File: src/rtl/seqgen_pkg.sv
package seqgen_pkg;

  localparam int STAGES  = 4;
  localparam int LIN_LEN = 15;
  localparam int NL_LEN  = 7;

  // Patterns written left to right: the MSB is the first bit emitted.
  localparam logic [LIN_LEN-1:0] LIN_PATTERN = 15'b111101011001000;
  localparam logic [NL_LEN-1:0]  NL_PATTERN  = 7'b1011110;

  // Stages holding the first STAGES bits; the MSB stage is the output stage.
  localparam logic [STAGES-1:0] LIN_SEED = LIN_PATTERN[LIN_LEN-1 -: STAGES];
  localparam logic [STAGES-1:0] NL_SEED  = NL_PATTERN[NL_LEN-1 -: STAGES];

  // Exclusive-OR taps for the linear variant: output stage and first stage.
  localparam logic [STAGES-1:0] LIN_TAPS = 4'b1001;

  typedef enum logic {
    MODE_LIN = 1'b0,
    MODE_NL  = 1'b1
  } gen_mode_e;

endpackage

File: src/rtl/seqgen_fb.sv
module seqgen_fb #(
  parameter int N = 4,
  parameter bit NONLINEAR = 1'b0,
  parameter logic [N-1:0] TAPS = '0
) (
  input  logic [N-1:0] state,
  output logic         fb
);

  generate
    if (NONLINEAR) begin : g_nl
      // Next pattern bit from the map of the seven used states,
      // unused states taken as don't-cares.
      always_comb fb = ~(state[N-1] & state[0] & (state[N-2] | ~state[N-3]));
    end else begin : g_lin
      always_comb fb = ^(state & TAPS);
    end
  endgenerate

endmodule

File: src/rtl/seqgen_ctrl.sv
module seqgen_ctrl #(
  parameter int N = 4,
  parameter logic [N-1:0] SEED_LIN = '1,
  parameter logic [N-1:0] SEED_NL  = '1
) (
  input  logic         clk,
  input  logic         rst,
  input  logic         en,
  input  logic         mode_nl,
  input  logic         out_ready,
  input  logic [N-1:0] state,
  output logic         load,
  output logic [N-1:0] seed,
  output logic         shift,
  output logic         valid
);

  logic mode_q;
  logic mode_diff;
  logic lockup;

  always_ff @(posedge clk) begin
    mode_q <= mode_nl;
  end

  always_comb begin
    mode_diff = (mode_nl != mode_q);
    lockup    = (mode_q == 1'b0) && (state == '0);
    seed      = mode_nl ? SEED_NL : SEED_LIN;
    load      = rst | mode_diff | lockup;
    valid     = en & ~rst & ~mode_diff & ~lockup;
    shift     = valid & out_ready;
  end

endmodule

File: src/rtl/seqgen_shreg.sv
module seqgen_shreg #(
  parameter int N = 4
) (
  input  logic         clk,
  input  logic         load,
  input  logic [N-1:0] seed,
  input  logic         shift,
  input  logic         fb,
  output logic [N-1:0] state
);

  always_ff @(posedge clk) begin
    if (load) begin
      state <= seed;
    end else if (shift) begin
      state <= {state[N-2:0], fb};
    end
  end

endmodule

File: src/rtl/seqgen_top.sv
module seqgen_top
  import seqgen_pkg::*;
#(
  parameter int N_STAGES = STAGES
) (
  input  logic                clk,
  input  logic                rst,
  input  logic                en,
  input  logic                mode_nl,
  input  logic                out_ready,
  output logic                out_valid,
  output logic                out_bit,
  output logic [N_STAGES-1:0] out_state
);

  localparam int N_MODES = 2;

  logic [N_STAGES-1:0] state;
  logic [N_STAGES-1:0] seed;
  logic                load;
  logic                shift;
  logic [N_MODES-1:0]  fb_vec;
  logic                fb;

  seqgen_ctrl #(
    .N        (N_STAGES),
    .SEED_LIN (LIN_SEED),
    .SEED_NL  (NL_SEED)
  ) u_ctrl (
    .clk       (clk),
    .rst       (rst),
    .en        (en),
    .mode_nl   (mode_nl),
    .out_ready (out_ready),
    .state     (state),
    .load      (load),
    .seed      (seed),
    .shift     (shift),
    .valid     (out_valid)
  );

  for (genvar v = 0; v < N_MODES; v++) begin : g_fb
    seqgen_fb #(
      .N         (N_STAGES),
      .NONLINEAR (v == int'(MODE_NL)),
      .TAPS      (LIN_TAPS)
    ) u_fb (
      .state (state),
      .fb    (fb_vec[v])
    );
  end

  always_comb fb = fb_vec[mode_nl];

  seqgen_shreg #(
    .N (N_STAGES)
  ) u_shreg (
    .clk   (clk),
    .load  (load),
    .seed  (seed),
    .shift (shift),
    .fb    (fb),
    .state (state)
  );

  assign out_state = state;
  assign out_bit   = state[N_STAGES-1];

endmodule

File: config.mk
export PLATFORM = sky130hd
export DESIGN_NAME = seqgen_top
export DESIGN_NICKNAME = d
export VERILOG_FILES = /design/src/rtl/seqgen_pkg.sv /design/src/rtl/seqgen_fb.sv /design/src/rtl/seqgen_ctrl.sv /design/src/rtl/seqgen_shreg.sv /design/src/rtl/seqgen_top.sv
export SDC_FILE = /design/constraint.sdc
export NUM_CORES = 1
export LEC_CHECK = 0
export ABC_AREA = 1
export BUFFER_PORTS_ARGS = -buffer_cell sky130_fd_sc_hd__buf_4
export CAP_MARGIN = 20
export CORE_AREA = 2 2 39 41
export CTS_CLUSTER_DIAMETER = 80
export DETAILED_ROUTE_END_ITERATION = 10
export DIE_AREA = 0 0 41 43
export SLEW_MARGIN = 20
export SYNTH_ARGS = -nofsm -noshare
export SYNTH_HDL_FRONTEND = slang
export SYNTH_SLANG_ARGS = --single-unit
export TNS_END_PERCENT = 10
File: constraint.sdc
create_clock -name clk -period 3.6 [get_ports clk]
set_clock_uncertainty 0.1 [all_clocks]
set_input_delay 0.36 -clock clk [delete_from_list [all_inputs] [get_ports clk]]
set_output_delay 0.36 -clock clk [all_outputs]
set_load 0.1 [all_outputs]
After elaboration in Yosys (flattened, before gate mapping)
Index checks and enable logic that the tools add are counted.
{ "totals": {"romBits": 0, "n_memories": 0, "out_inout_bits": 6, "latchBits": 0, "mem_bits_rw": 0, "word_cells": 28, "ff_bits": 5} }
{ "op_classes": {"magnitude_cmp": 1, "n_eq_ne": 1, "multipliers": 0, "n_addsub": 0, "bitwise_logic": 15, "reduce_logical": 4, "muxes": 5, "div": 0, "n_shift": 0} }
{ "op_table": {"columns": ["operator", "count"], "rows": [
  ["$mux W4", 2],
  ["$and A1 B1 Y1", 6],
  ["$not A1 Y1", 6],
  ["$logic_not A4 Y1", 1],
  ["$reduce_xor A4 Y1", 1],
  ["$mux W3", 1],
  ["$or A1 B1 Y1", 3],
  ["$lt A1 B2 Y1 const B", 1],
  ["$mux W1", 2],
  ["$reduce_bool A2 Y1", 1],
  ["$logic_and A1 B1 Y1", 1],
  ["$ne A1 B1 Y1", 1]
]} }

Longest topological paths before layout
{ "logic_depth": {"depth_word": 8, "ltp_mapped": 7, "mapped_depth_nobuf": 7} }

Hierarchy
A second synthesis with hierarchy kept.
{ "unflattened": {"cells_unflattened": 54, "hier_area_um2": 352.8} }
{ "by_module_without_submodules": {"columns": ["module", "seq_area_each_um2", "area_per_inst_um2", "instances", "cells_per_inst"], "rows": [
  ["seqgen_shreg", 120.1, 175.2, 1, 18],
  ["seqgen_ctrl", 20.0, 117.6, 1, 21],
  ["seqgen_fb", 0.0, 18.8, 2, 5],
  ["seqgen_top", 0.0, 22.5, 1, 5]
]} }

Least setup slack after synthesis
Ideal clock, no wire load.
{ "synth_path": {"path_kind": "register -> output", "from": "register u_shreg.state[0]", "to": "output port out_valid", "t_arrival_ns": 2.548, "required_time_ns": 3.140, "path_stages_with_launch": 5, "path_slack_ns": 0.592, "path_cell_list": "edfxtp_1 > inv_1 > nand3_1 > nand2_2 > nor2_1"} }
{ "synth_via": {"elab_chain_len": 4} }
{ "synth_rtl": {"columns": ["element", "line_no", "rtl"], "rows": [
  ["from (decl)", "seqgen_shreg.sv:9", "output logic [N-1:0] state"],
  ["from (signal assigned)", "seqgen_shreg.sv:16", "state <= {state[N-2:0], fb};"],
  ["$logic_not A4 Y1", "seqgen_ctrl.sv:28", "lockup = (mode_q == 1'b0) && (state == '0);"],
  ["$logic_and A1 B1 Y1", "seqgen_ctrl.sv:28", null],
  ["$not A1 Y1", "seqgen_ctrl.sv:31", "valid = en & ~rst & ~mode_diff & ~lockup;"],
  ["$and A1 B1 Y1", "seqgen_ctrl.sv:31", null],
  ["to (decl)", "seqgen_top.sv:11", "output logic out_valid,"]
]} }
Every way passes these cells.

Worst setup path after layout
{ "layout_path": {"from": "register u_ctrl.mode_q", "to": "output port out_valid"} }
{ "layout_via": {"elab_chain_len": 4, "elab_cells_between_ends": 7} }
{ "layout_rtl": {"columns": ["element", "line_no", "rtl"], "rows": [
  ["from (decl)", "seqgen_ctrl.sv:18", "logic mode_q;"],
  ["from (signal assigned)", "seqgen_ctrl.sv:23", "mode_q <= mode_nl;"],
  ["$ne A1 B1 Y1 / $not A1 Y1 (equally long branches)", "seqgen_ctrl.sv:27, seqgen_ctrl.sv:28", null],
  ["$not A1 Y1 / $logic_and A1 B1 Y1 (equally long branches)", "seqgen_ctrl.sv:31, seqgen_ctrl.sv:28", null],
  ["$and A1 B1 Y1 / $not A1 Y1 (equally long branches)", "seqgen_ctrl.sv:31", null],
  ["$and A1 B1 Y1 (*)", "seqgen_ctrl.sv:31", null]
]} }
Mark *: on every way between the ends. The rest lies on a longest branch, timed or not.

==> flow_summary.yaml <==
outcome:
  outcome: "complete, no violations"
yosys:
  synth_compound_area_share_pct: 1.843
  synthXorXnorAreaFrac_pct: 0
  avgSynthCellArea_um2: 7.986
  yosys.area_share.simple_pct: 29.49
  synth_area_leaders: "edfxtp_1 44%, nand2_1 14%, inv_1 8.3%"
  synthMuxAreaShare_pct: 0
  ys_warn_count: 0
  netlist_area_um2: 271.5
  synth_top_area_share_pct: 44.24
  synth_fp_nets: 40
  synth_top_family_by_area: "simple AND/OR/NAND/NOR gates"
  ys_ff_latch: 5
  synth_cells: 34
  post-synth-top-area-cell: "edfxtp_1"
  seq_area_frac_synth_pct: 51.61
  ys_types: 12
  synth_adder_area_share_pct: 4.608
die:
  dieHeight_um: 43
  ios: 11
  dieArea_um2: 1763
  fp.dieW_um: 41
  initial_core_util_pct: 19.62
  rows: 14
  core-area_um2: 1384
power_and_ir_drop:
  switching_power_w: 0.00006818
  p_per_area_nw_per_um2: 492.1
  fin_total_pwr_w: 0.0001896
  p_sw_share_pct: 35.95
  internal_power_w: 0.0001214
  leakage_nw: 0.1943
  peakVddDrop_mv: 0.1273
  sequentialPowerShare_pct: 37.0
  combPwrFrac_pct: 28.4
  p_clk_share_pct: 34.6
timing:
  relSlewSlack_pct: 81.62
  timing.final.crit_share_pct: 49.24
  fmax_ghz: 0.5641
  finalSetupTns_ns: 0
  whs_ns: 0.1642
  worstMarginPinSlew_ns: 0.2780
  final_max_slew_viol_count: 0
  final.min_clock_period_ns: 1.773
  setup_viol: 0
  rsz0062_at_grt: "false"
  hold_viol_final: 0
flow_run:
  cap_violations: 0
global_route:
  grt_use_total_pct: 7.078
  grt_pass1_vias: 232
  antenna_found_initial: 0
  grt_pass1_wl_um: 772
  grt_max_degree: 7
  globalRoute.totalOverflow: 0
place:
  gp_congestion: 0.7364
  placed_area_um2: 359.1
  place_inst: 59
  hpwlAfterDp_um: 406.4
  port_buffers: 10
layout:
  drive_gt1_share_pct: 34.04
  seq_area_um2: 140.1
  antenna_cells: 0
  multi_input_area_um2: 97.59
  num-fill-cells: 155
  area_growth_pct: 41.94
  fin_nets: 54
  stdcell_count: 63
  finalInstanceArea_um2: 385.4
  final_cell_mix: "10 x nand2_1, 10 x buf_4, 6 x inv_1"
drt:
  ant_nets: 0
  via_per_inst: 3.905
  first_pass_iters: 4
  drc: 0
  via_count: 246
  post_drt_wl_per_cell_um: 8.111
  wl_um: 511
  first_iter_violations: 2
clock_tree:
  clk_pin_slew_ns: 0.04
  cts_tree: "yes"
  cts_resized: 0
  cts_made_buffers: 3
  clk_latency_ns: 0.24
  cts_buffer_depth: 2
  cts_hold_buf: 0
  cts_setup_buffers: 0
  cts.sinks: 5
  htreeDepth: 1
  cts_root_buf: "clkbuf_4"
critical_path:
  worstReg2RegEnd: "u_shreg.state[0]"
  arrival_ns: 1.31
  end_kind: "output port"
  required_ns: 3.14
  critPathKind: "flop to output port"
  worst-r2r-cell-count: 5
  critPathLaunch: "u_ctrl.mode_q"
  cp-start-kind: "flop"
  cp_max_fo: 3
  r2r_start: "u_shreg.state[2]"
  rrSetupSlack_ns: 2.22
min_path:
  whs_endpoint: "u_ctrl.mode_q"
  holdPathStages: 1
  hp-start: "mode_nl"
  min_path_type: "input pin to flop"
-- cells in the mapped netlist --
| library cell | count |
|---|---|
| nor2_1 | 4 |
| dfxtp_1 | 1 |
| nor2_2 | 1 |
| edfxtp_1 | 4 |
| nand3_1 | 3 |
| inv_2 | 1 |
| ha_1 | 1 |
| nand2_1 | 10 |
| buf_4 | 1 |
| o21ai_0 | 1 |
| nand2_2 | 1 |
| inv_1 | 6 |
-- cells by family (layout without fill, tap and decap cells) --
group | count (synthesis) | count (layout)
buffers and inverters | 8 | 21
flip-flops | 5 | 5
AO/OA/AOI/OAI | 1 | 1
AND/OR/NAND/NOR | 19 | 19
adder cells (fa/ha/maj) | 1 | 1
-- sequential cells by signal, summed over array words and instances, names as in the netlist --
signal         cells
u_ctrl.mode_q      1
u_shreg.state      4
-- worst max-delay path: stages (launching register included) --
cell and delay, ns:
dfxtp_1 0.33, inv_1 0.05, nand2_1 0.05, nand2_1 0.05, nor2_2 0.11, nand2_2 0.09
nor2_1 0.09, buf_4 0.29
-- layout make-up --
cell class | count | area share [%]
Clock buffer | 4 | 6.818
Inverter | 7 | 6.818
Multi-Input combinational cell | 21 | 25.32
Sequential cell | 5 | 36.36
Tap cell | 16 | 5.195
Timing Repair Buffer | 10 | 19.48
-- routing by layer --
metal	up-vias	track usage [%]	wire, µm
li1	129	-	-
met1	105	6.579	210
met4	0	8.000	15
met3	2	3.141	42
met2	10	10.00	243
met5	-	0	0
-- power by group through the flow --
stage / Combinational, W / Clock, W / Sequential (W)
floorplan: 0.0000208 / 0 / 0.0000925
global placement: 0.0000540 / 0 / 0.0000711
detailed placement: 0.0000542 / 0 / 0.0000712
CTS: 0.0000544 / 0.0000664 / 0.0000702
global route: 0.0000574 / 0.0000699 / 0.0000706
finish: 0.0000538 / 0.0000656 / 0.0000702
-- stage by stage --
step                worst slack (ns)  utilization, %
floorplan                     0.5916               -
CTS                            1.820           27.85
global route                   1.718           27.85
global placement               1.959           25.95
finish                         1.827           27.85
detailed placement             1.943           25.95
-- worst max path at each step --
stage | end | cells after the start
floorplan | out_valid | 4
global placement | out_valid | 7
detailed placement | out_valid | 7
CTS | out_valid | 7
global route | out_valid | 7
finish | out_valid | 7
Note: power is estimated with default switching activity, not from simulation.
